`config.mk`:
```
export PLATFORM = sky130hd
export DESIGN_NAME = casc_timer_bank
export DESIGN_NICKNAME = d
export VERILOG_FILES = /design/src/rtl/timer_pkg.sv /design/src/rtl/timer_regs.sv /design/src/rtl/timer_link.sv /design/src/rtl/timer_chan.sv /design/src/rtl/casc_timer_bank.sv
export SDC_FILE = /design/constraint.sdc
export NUM_CORES = 1
export LEC_CHECK = 0
export CAP_MARGIN = 20
export CORE_MARGIN = 3
export CORE_UTILIZATION = 40
export DETAILED_ROUTE_END_ITERATION = 8
export GPL_ROUTABILITY_DRIVEN = 0
export GPL_TIMING_DRIVEN = 0
export PLACE_DENSITY_LB_ADDON = 0.12
export RECOVER_POWER = 25
export SYNTH_ARGS = -nofsm -noshare
export SYNTH_HDL_FRONTEND = slang
export SYNTH_SLANG_ARGS = --single-unit
```
`constraint.sdc`:
```
create_clock -name clk_i -period 5.17 [get_ports clk_i]
set_clock_uncertainty 0.2 [all_clocks]
set_input_delay 1.551 -clock clk_i [delete_from_list [all_inputs] [get_ports clk_i]]
set_output_delay 1.551 -clock clk_i [all_outputs]
set_load 0.05 [all_outputs]
```
`src/rtl/timer_pkg.sv`:
```
package timer_pkg;
  localparam int NCH    = 3;
  localparam int CNT_W  = 8;
  localparam int ADDR_W = 4;

  // address groups, selected by addr[ADDR_W-1:2]
  localparam int G_CNT = 0;
  localparam int G_CMP = 1;
  localparam int G_CTL = 2;
  localparam int G_CAS = 3;

  typedef struct packed {
    logic pwm;       // bit 2
    logic clr_mode;  // bit 1
    logic en;        // bit 0
  } chan_ctrl_t;
endpackage

```
`src/rtl/timer_regs.sv`:
```
module timer_regs
  import timer_pkg::*;
#(
  parameter int N  = NCH,
  parameter int W  = CNT_W,
  parameter int AW = ADDR_W
) (
  input  logic              clk_i,
  input  logic              rst_i,
  input  logic              wr_en_i,
  input  logic              rd_en_i,
  input  logic [AW-1:0]     addr_i,
  input  logic [W-1:0]      wdata_i,
  input  logic [W-1:0]      cnt_i  [N],
  output logic [W-1:0]      rdata_o,
  output logic [W-1:0]      cmp_o  [N],
  output chan_ctrl_t        ctl_o  [N],
  output logic [1:0]        casc_o,
  output logic [N-1:0]      rd_hit_o
);
  localparam int GW = AW - 2;

  logic [GW-1:0] grp;
  logic [1:0]    idx;
  assign grp = addr_i[AW-1:2];
  assign idx = addr_i[1:0];

  for (genvar c = 0; c < N; c++) begin : g_reg
    logic sel;
    assign sel = (idx == 2'(c));
    assign rd_hit_o[c] = rd_en_i && (grp == GW'(G_CNT)) && sel;

    // compare value has no reset value; software loads it before use
    always_ff @(posedge clk_i) begin
      if (wr_en_i && grp == GW'(G_CMP) && sel)
        cmp_o[c] <= wdata_i;
    end

    always_ff @(posedge clk_i) begin
      if (rst_i)
        ctl_o[c] <= '0;
      else if (wr_en_i && grp == GW'(G_CTL) && sel)
        ctl_o[c] <= chan_ctrl_t'(wdata_i[2:0]);
    end
  end

  always_ff @(posedge clk_i) begin
    if (rst_i)
      casc_o <= '0;
    else if (wr_en_i && grp == GW'(G_CAS) && idx == 2'd0)
      casc_o <= wdata_i[1:0];
  end

  logic [W-1:0] rd_mux;
  always_comb begin
    rd_mux = '0;
    for (int c = 0; c < N; c++) begin
      if (idx == 2'(c)) begin
        case (grp)
          GW'(G_CNT): rd_mux = cnt_i[c];
          GW'(G_CMP): rd_mux = cmp_o[c];
          GW'(G_CTL): rd_mux = W'(ctl_o[c]);
          default:    rd_mux = '0;
        endcase
      end
    end
    if (grp == GW'(G_CAS) && idx == 2'd0)
      rd_mux = W'(casc_o);
  end

  always_ff @(posedge clk_i) begin
    if (rst_i)
      rdata_o <= '0;
    else if (rd_en_i)
      rdata_o <= rd_mux;
  end
endmodule

```
`src/rtl/timer_link.sv`:
```
module timer_link
  import timer_pkg::*;
#(
  parameter int W = CNT_W
) (
  input  chan_ctrl_t        ctl_i    [NCH],
  input  logic [1:0]        casc_i,
  input  logic [NCH-1:0]    tick_i,
  input  logic [NCH-1:0]    pend_i,
  input  logic [NCH-1:0]    rd_hit_i,
  input  logic [W-1:0]      cnt_i    [NCH],
  input  logic [W-1:0]      cmp_i    [NCH],
  output logic [NCH-1:0]    run_o,
  output logic [NCH-1:0]    hold_o,
  output logic [NCH-1:0]    step_o,
  output logic [NCH-1:0]    inc_o,
  output logic [NCH-1:0]    wrap_o,
  output logic [NCH-1:0]    match_o
);
  localparam logic [W-1:0] TOP = '1;

  logic j01, j12, run01, run12, hold01, hold12, eq01, eq12;
  logic [NCH-1:0] eq8, strobe, mode;

  always_comb begin
    j01 = casc_i[0];
    j12 = casc_i[1] & ~casc_i[0];   // pair (0,1) takes precedence
    for (int c = 0; c < NCH; c++) eq8[c] = (cnt_i[c] == cmp_i[c]);
    run01  = ctl_i[0].en & ctl_i[1].en;
    run12  = ctl_i[1].en & ctl_i[2].en;
    hold01 = rd_hit_i[0] | rd_hit_i[1];
    hold12 = rd_hit_i[1] | rd_hit_i[2];
    eq01   = eq8[0] & eq8[1];
    eq12   = eq8[1] & eq8[2];

    run_o[0]  = j01 ? run01 : ctl_i[0].en;
    run_o[1]  = j01 ? run01 : (j12 ? run12 : ctl_i[1].en);
    run_o[2]  = j12 ? run12 : ctl_i[2].en;
    hold_o[0] = j01 ? hold01 : rd_hit_i[0];
    hold_o[1] = j01 ? hold01 : (j12 ? hold12 : rd_hit_i[1]);
    hold_o[2] = j12 ? hold12 : rd_hit_i[2];

    for (int c = 0; c < NCH; c++)
      strobe[c] = (tick_i[c] | pend_i[c]) & ~hold_o[c] & run_o[c];

    // channel 0: single or lower byte of (0,1)
    step_o[0]  = strobe[0];
    inc_o[0]   = strobe[0];
    match_o[0] = j01 ? eq01 : eq8[0];
    mode[0]    = ctl_i[0].clr_mode;

    // channel 1: upper of (0,1), lower of (1,2), or single
    if (j01) begin
      step_o[1]  = strobe[0];
      inc_o[1]   = strobe[0] & (cnt_i[0] == TOP);
      match_o[1] = eq01;
      mode[1]    = ctl_i[0].clr_mode;
    end else begin
      step_o[1]  = strobe[1];
      inc_o[1]   = strobe[1];
      match_o[1] = j12 ? eq12 : eq8[1];
      mode[1]    = ctl_i[1].clr_mode;
    end

    // channel 2: upper of (1,2) or single
    if (j12) begin
      step_o[2]  = strobe[1];
      inc_o[2]   = strobe[1] & (cnt_i[1] == TOP);
      match_o[2] = eq12;
      mode[2]    = ctl_i[1].clr_mode;
    end else begin
      step_o[2]  = strobe[2];
      inc_o[2]   = strobe[2];
      match_o[2] = eq8[2];
      mode[2]    = ctl_i[2].clr_mode;
    end

    for (int c = 0; c < NCH; c++)
      wrap_o[c] = step_o[c] & match_o[c] & mode[c];
  end
endmodule

```
`src/rtl/timer_chan.sv`:
```
module timer_chan
  import timer_pkg::*;
#(
  parameter int W = CNT_W
) (
  input  logic         clk_i,
  input  logic         rst_i,
  input  logic         run_i,
  input  logic         hold_i,
  input  logic         tick_i,
  input  logic         step_i,
  input  logic         inc_i,
  input  logic         wrap_i,
  input  logic         match_i,
  input  logic         pwm_i,
  output logic [W-1:0] cnt_o,
  output logic         pend_o,
  output logic         irq_o
);
  always_ff @(posedge clk_i) begin
    if (rst_i || !run_i)
      cnt_o <= '0;
    else if (wrap_i)
      cnt_o <= '0;
    else if (inc_i)
      cnt_o <= cnt_o + 1'b1;
  end

  // a strobe that arrives during a counter read is kept for one cycle
  always_ff @(posedge clk_i) begin
    if (rst_i || !run_i)
      pend_o <= 1'b0;
    else if (hold_i)
      pend_o <= pend_o | tick_i;
    else
      pend_o <= 1'b0;
  end

  always_ff @(posedge clk_i) begin
    if (rst_i)
      irq_o <= 1'b0;
    else
      irq_o <= step_i & match_i & ~pwm_i;
  end

  AST_CLEAR_ON_DISABLE: assert property (@(posedge clk_i) disable iff (rst_i)
    !run_i |=> cnt_o == '0);
  AST_STEP_ONE: assert property (@(posedge clk_i) disable iff (rst_i)
    (run_i && inc_i && !wrap_i) |=> cnt_o == W'($past(cnt_o) + 1'b1));
  AST_WRAP_ZERO: assert property (@(posedge clk_i) disable iff (rst_i)
    wrap_i |=> cnt_o == '0);
  AST_HOLD_FREEZE: assert property (@(posedge clk_i) disable iff (rst_i)
    (hold_i && run_i) |=> cnt_o == $past(cnt_o));
endmodule

```
`src/rtl/casc_timer_bank.sv`:
```
module casc_timer_bank
  import timer_pkg::*;
#(
  parameter int W  = CNT_W,
  parameter int AW = ADDR_W
) (
  input  logic           clk_i,
  input  logic           rst_i,
  input  logic [NCH-1:0] tick_i,
  input  logic           wr_en_i,
  input  logic           rd_en_i,
  input  logic [AW-1:0]  addr_i,
  input  logic [W-1:0]   wdata_i,
  output logic [W-1:0]   rdata_o,
  output logic [NCH-1:0] irq_o
);
  logic [W-1:0]   cnt [NCH];
  logic [W-1:0]   cmp [NCH];
  chan_ctrl_t     ctl [NCH];
  logic [1:0]     casc;
  logic [NCH-1:0] rd_hit, pend, run, hold, step, inc, wrap, match;

  timer_regs #(.N(NCH), .W(W), .AW(AW)) i_regs (
    .clk_i(clk_i), .rst_i(rst_i), .wr_en_i(wr_en_i), .rd_en_i(rd_en_i),
    .addr_i(addr_i), .wdata_i(wdata_i), .cnt_i(cnt), .rdata_o(rdata_o),
    .cmp_o(cmp), .ctl_o(ctl), .casc_o(casc), .rd_hit_o(rd_hit)
  );

  timer_link #(.W(W)) i_link (
    .ctl_i(ctl), .casc_i(casc), .tick_i(tick_i), .pend_i(pend),
    .rd_hit_i(rd_hit), .cnt_i(cnt), .cmp_i(cmp), .run_o(run),
    .hold_o(hold), .step_o(step), .inc_o(inc), .wrap_o(wrap), .match_o(match)
  );

  for (genvar c = 0; c < NCH; c++) begin : g_chan
    timer_chan #(.W(W)) i_chan (
      .clk_i(clk_i), .rst_i(rst_i), .run_i(run[c]), .hold_i(hold[c]),
      .tick_i(tick_i[c]), .step_i(step[c]), .inc_i(inc[c]), .wrap_i(wrap[c]),
      .match_i(match[c]), .pwm_i(ctl[c].pwm), .cnt_o(cnt[c]),
      .pend_o(pend[c]), .irq_o(irq_o[c])
    );

    AST_PWM_QUIET: assert property (@(posedge clk_i) disable iff (rst_i)
      ctl[c].pwm |=> !irq_o[c]);
  end

  AST_PAIR_IRQ: assert property (@(posedge clk_i) disable iff (rst_i)
    ($past(casc[0] && !ctl[0].pwm && !ctl[1].pwm) && irq_o[0]) |-> irq_o[1]);
endmodule

```
==> flow_results.org <==
** Cells and area
- The number of antenna diodes in the final layout is 0.
- Relative to the synthesized area, the layout overhead comes to 16.2%.
- Cells with a size suffix above 1 make up under 10% of the layout.
- After the last flow step, the layout net total stands at 458.

** Timing
- Setup violations remaining at the end of the flow were counted as 0.
- Setup total negative slack on the finished layout was measured at 0 ns.
- Setup repair after global routing missed its margin :: no
- The final critical path takes up 77.9% of the cycle.
- Actual slew at the worst max-slew pin :: 0.774 ns
- Headroom to the max-slew limit came out at about 48%.
- The worst path needs between 4 and 5 ns of the cycle, external delays included.
- The number of pins with negative max-slew slack in the final report was 0.
- Number of hold-slack violations in the final timing report :: 0
- Based on the critical path, the design can be clocked at up to between 0.2 and 0.25 GHz.

** Outcome
- The run finished with clean final reports.

** GRT
- The number of antenna violations at the first check in global routing was 0.
- For this run, global-route usage on met2 was measured as 30.2%.
- Gr ovfl total :: 0
- Vias in the first global route :: 2,993
- met2 is the most crowded layer.
- For this run, global-route usage on met3 was measured as 4.24%.
- Entering global routing, the biggest net connects 13 pins.
- The first global-routing pass estimated about 16 mm of wire.
- Met1 global-route usage :: about a quarter
- Global routing used between 10% and 20% of the available tracks.

** Drt
- Via/cell ratio :: 5.33
- Dividing the detail-routed wire length by the instance count gives around 18 microns.
- Number of routed nets with antenna violations :: 0
- Post-Route WL :: 9.99 mm
- Initial DRT Pass Iterations :: 4
- The first routing iteration left roughly 170 violations.
- DRC Markers :: 0
- The routed layout has a little over 3k vias.

** Hold path
- In this run the most critical hold path is launched from i_regs.rdata_o[4]$_SDFFE_PP0P_.
- Worst hold path depth :: 2
- For hold timing, the worst endpoint is i_regs.rdata_o[4]$_SDFFE_PP0P_.
- The min-delay analysis places its worst path in the category flop to flop.

** Floorplanning
- Die boundary width :: about 100 microns
- Row generation in the floorplan step produced 35 rows.
- DIE AREA :: about 11,000 sq um
- The initial utilization of the core area, before any placement, comes to 41.3%.
- I/O Pins :: 30
- Height of the chip :: between 100 and 150 microns
- Area of the placeable core :: ~9200 sq um

** Setup path
- Data required time at the worst endpoint :: between 5 and 6 ns
- Register-to-register setup slack :: 2.62 ns
- Category of the most critical setup path :: input pin to flop
- In this run the critical register-to-register path is captured at g_chan[1].i_chan.cnt_o[0]$_SDFFE_PP0P_.
- STA classifies the critical path startpoint as an input pin.
- The worst setup path is captured at a flop.
- Crit Path Max Fanout :: 8
- Counting cells, the worst reg-to-reg path comes to 7.
- STA puts the critical path data arrival time at a little over 4 ns.
- In this run the critical register-to-register path is launched from g_chan[0].i_chan.cnt_o[2]$_SDFFE_PP0P_.

** Power and ir drop
- For this design the static power due to leakage is about 0.0014 uW.
- After layout, the design draws a total of approximately 1200 uW.
- VDD sags by at most around 0.00015 V.
- Power spread over the standard cell area amounts to 269 nW/um^2.

** Clock tree
- The number of clock buffers added by TritonCTS is 9.
- Max Buffers Root-to-Sink :: 2
- After clock tree synthesis, the flow added hold-fix buffers numbering 0.
- The number of setup buffers added after CTS is 0.
- In this run, post-CTS repair resized a total of 0 instances.
- The root buffer cell chosen for the clock tree is clkbuf_8.
- The H-tree was split into 3 levels.
- TritonCTS built the clock tree.
- Worst-path clk slew :: approximately 0.08 ns
- Clock insertion delay at the later pin of the skew report :: about 0.35 ns
- Counting every sink on the clock net gives 73.

** Yosys
- Leading register cell type out of synthesis :: dfxtp_1
- After synthesis, the share of flip-flops with an asynchronous set or reset is 0%.
- Each instance of the synthesized netlist takes up on average about 9.6 sq um.
- After synthesis, flip-flops and latches occupy 44.6% of the total area.
- Synthesized net count :: roughly 420
- Number of flops mapped to enable cells by yosys :: 24
- Yosys printed 0 warnings.
- The number of different library cells used by synthesis comes to about 50.
- Instance count of the mapped netlist :: around 400
- Total of flip-flops plus latches after synthesis :: 73
- Area of the mapped netlist :: between 3000 and 4000 sq um

** Placed design
- Detailed placement ended at an HPWL of 7.50 mm.
- I/O Buffers :: 26

** Flow run
- Max-cap violations in this run came to 0.
## worst max-delay path by stage
stage	from	to	cells after the start
after global routing	rd_en_i	g_chan[0].i_chan.cnt_o[1]$_SDFFE_PP0P_	6
after global placement	rd_en_i	g_chan[1].i_chan.cnt_o[7]$_SDFFE_PP0P_	7
after detailed placement	rd_en_i	g_chan[1].i_chan.cnt_o[0]$_SDFFE_PP0P_	7
after floorplan	addr_i[2]	i_regs.cmp_o[0]$_DFFE_PP_	5
after CTS	rd_en_i	g_chan[1].i_chan.cnt_o[0]$_SDFFE_PP0P_	7
final	rd_en_i	g_chan[0].i_chan.cnt_o[1]$_SDFFE_PP0P_	6
## metal layers
metal | vias to the layer above | wire length, microns
li1 | 1511 | -
met1 | 1437 | 4730
met2 | 80 | 4630
met3 | 11 | 508
met4 | 0 | 125
met5 | - | 0
## cells in the final DEF (no fill, tap or decap), types with 8 or more instances in the layout
cell	n
nor2_1	49
dfxtp_1	49
xnor2_1	34
o21ai_0	30
mux2i_1	26
edfxtp_1	24
nand2_1	22
nor3_1	21
a21oi_1	20
clkdlybuf4s50_1	17
nand4_1	16
clkbuf_1	12
xor2_1	11
clkbuf_8	9
dlygate4sd3_1	9
nor2b_1	8
## flip-flops by register name (all words and copies together), names as in the netlist
register and cells:
i_regs.ctl_o 9, i_regs.rdata_o 8, i_regs.cmp_o 24, g_chan.i_chan.pend_o 3
i_regs.casc_o 2, g_chan.i_chan.cnt_o 24, g_chan.i_chan.irq_o 3
## worst max-delay path: stages
cell and delay, ns:
clkdlybuf4s50_1 0.63, nor3b_1 0.55, nor3b_4 0.55, nor4_2 0.18, a311o_1 0.48, a21oi_1 0.16
## cell families (layout without fill, tap and decap cells)
family | count (synthesis) | count (layout) | share of synthesized area, %
AO/OA/AOI/OAI | 78 | 78 | 13.4
XOR/XNOR | 45 | 45 | 10.3
adder cells (fa/ha/maj) | 3 | 3 | 0.984
buffers and inverters | 29 | 71 | 3.44
flip-flops | 73 | 73 | 44.6
multiplexers | 26 | 26 | 6.82
AND/OR/NAND/NOR | 145 | 145 | 20.4
## through the flow
step                      instance area, sq um  cells  util (%)  setup WS (ns)  hold WS (ns)
after floorplan                           3810    399         -           1.87         0.213
after global placement                    4240    554      45.8           1.02         0.255
after detailed placement                  4240    554      45.8           1.01         0.257
after CTS                                 4450    570      48.1           1.39         0.279
after global routing                      4430    570      48.0          0.972         0.305
final                                     4430    570      48.0           1.14         0.275
## Yosys cell counts, types with 2 or more instances
master     instances  share of area [%]
nor4_1             2               0.33
clkbuf_1          11                1.1
nor3_1            21                2.8
dfxtp_1           49                 26
nand4_1           16                2.6
o2111a_1           2               0.59
a211oi_1           4               0.79
buf_4              4               0.79
and3_1             5               0.82
buf_2              6               0.79
ha_1               3               0.98
nor3b_1            3               0.59
o2111ai_1          6                1.4
xnor2_1           34                7.8
o211ai_1           2               0.39
nand2b_1           3               0.49
nor2b_1            8                1.3
nand3b_1           2               0.39
xor2_1            11                2.5
buf_1              3               0.30
nand3_1            4               0.52
o21ai_0           30                3.9
nor3b_4            2               0.98
a21oi_1           20                2.6
o21ai_1            2               0.26
inv_1              5               0.49
nor2_1            49                4.8
a311oi_1           2               0.46
edfxtp_1          24                 19
mux2i_1           26                6.8
nand2_1           22                2.2
## power by group
part           switching, uW  internal (uW)
logic                   62.9           37.0
registers               6.11            600
clock network            216            270
## layout make-up
cell class / instances / area [sq um]
inverters: 5 / 18.8
flip-flops and latches: 73 / 1700
plain buffers: 24 / 113
multi-input cells: 297 / 1970
well taps: 129 / 161
fillers: 904 / 4810
repair buffers: 26 / 260
clock inverters: 6 / 81.3
clock buffers: 10 / 128
No activity file was read; power rests on OpenSTA's default activity.
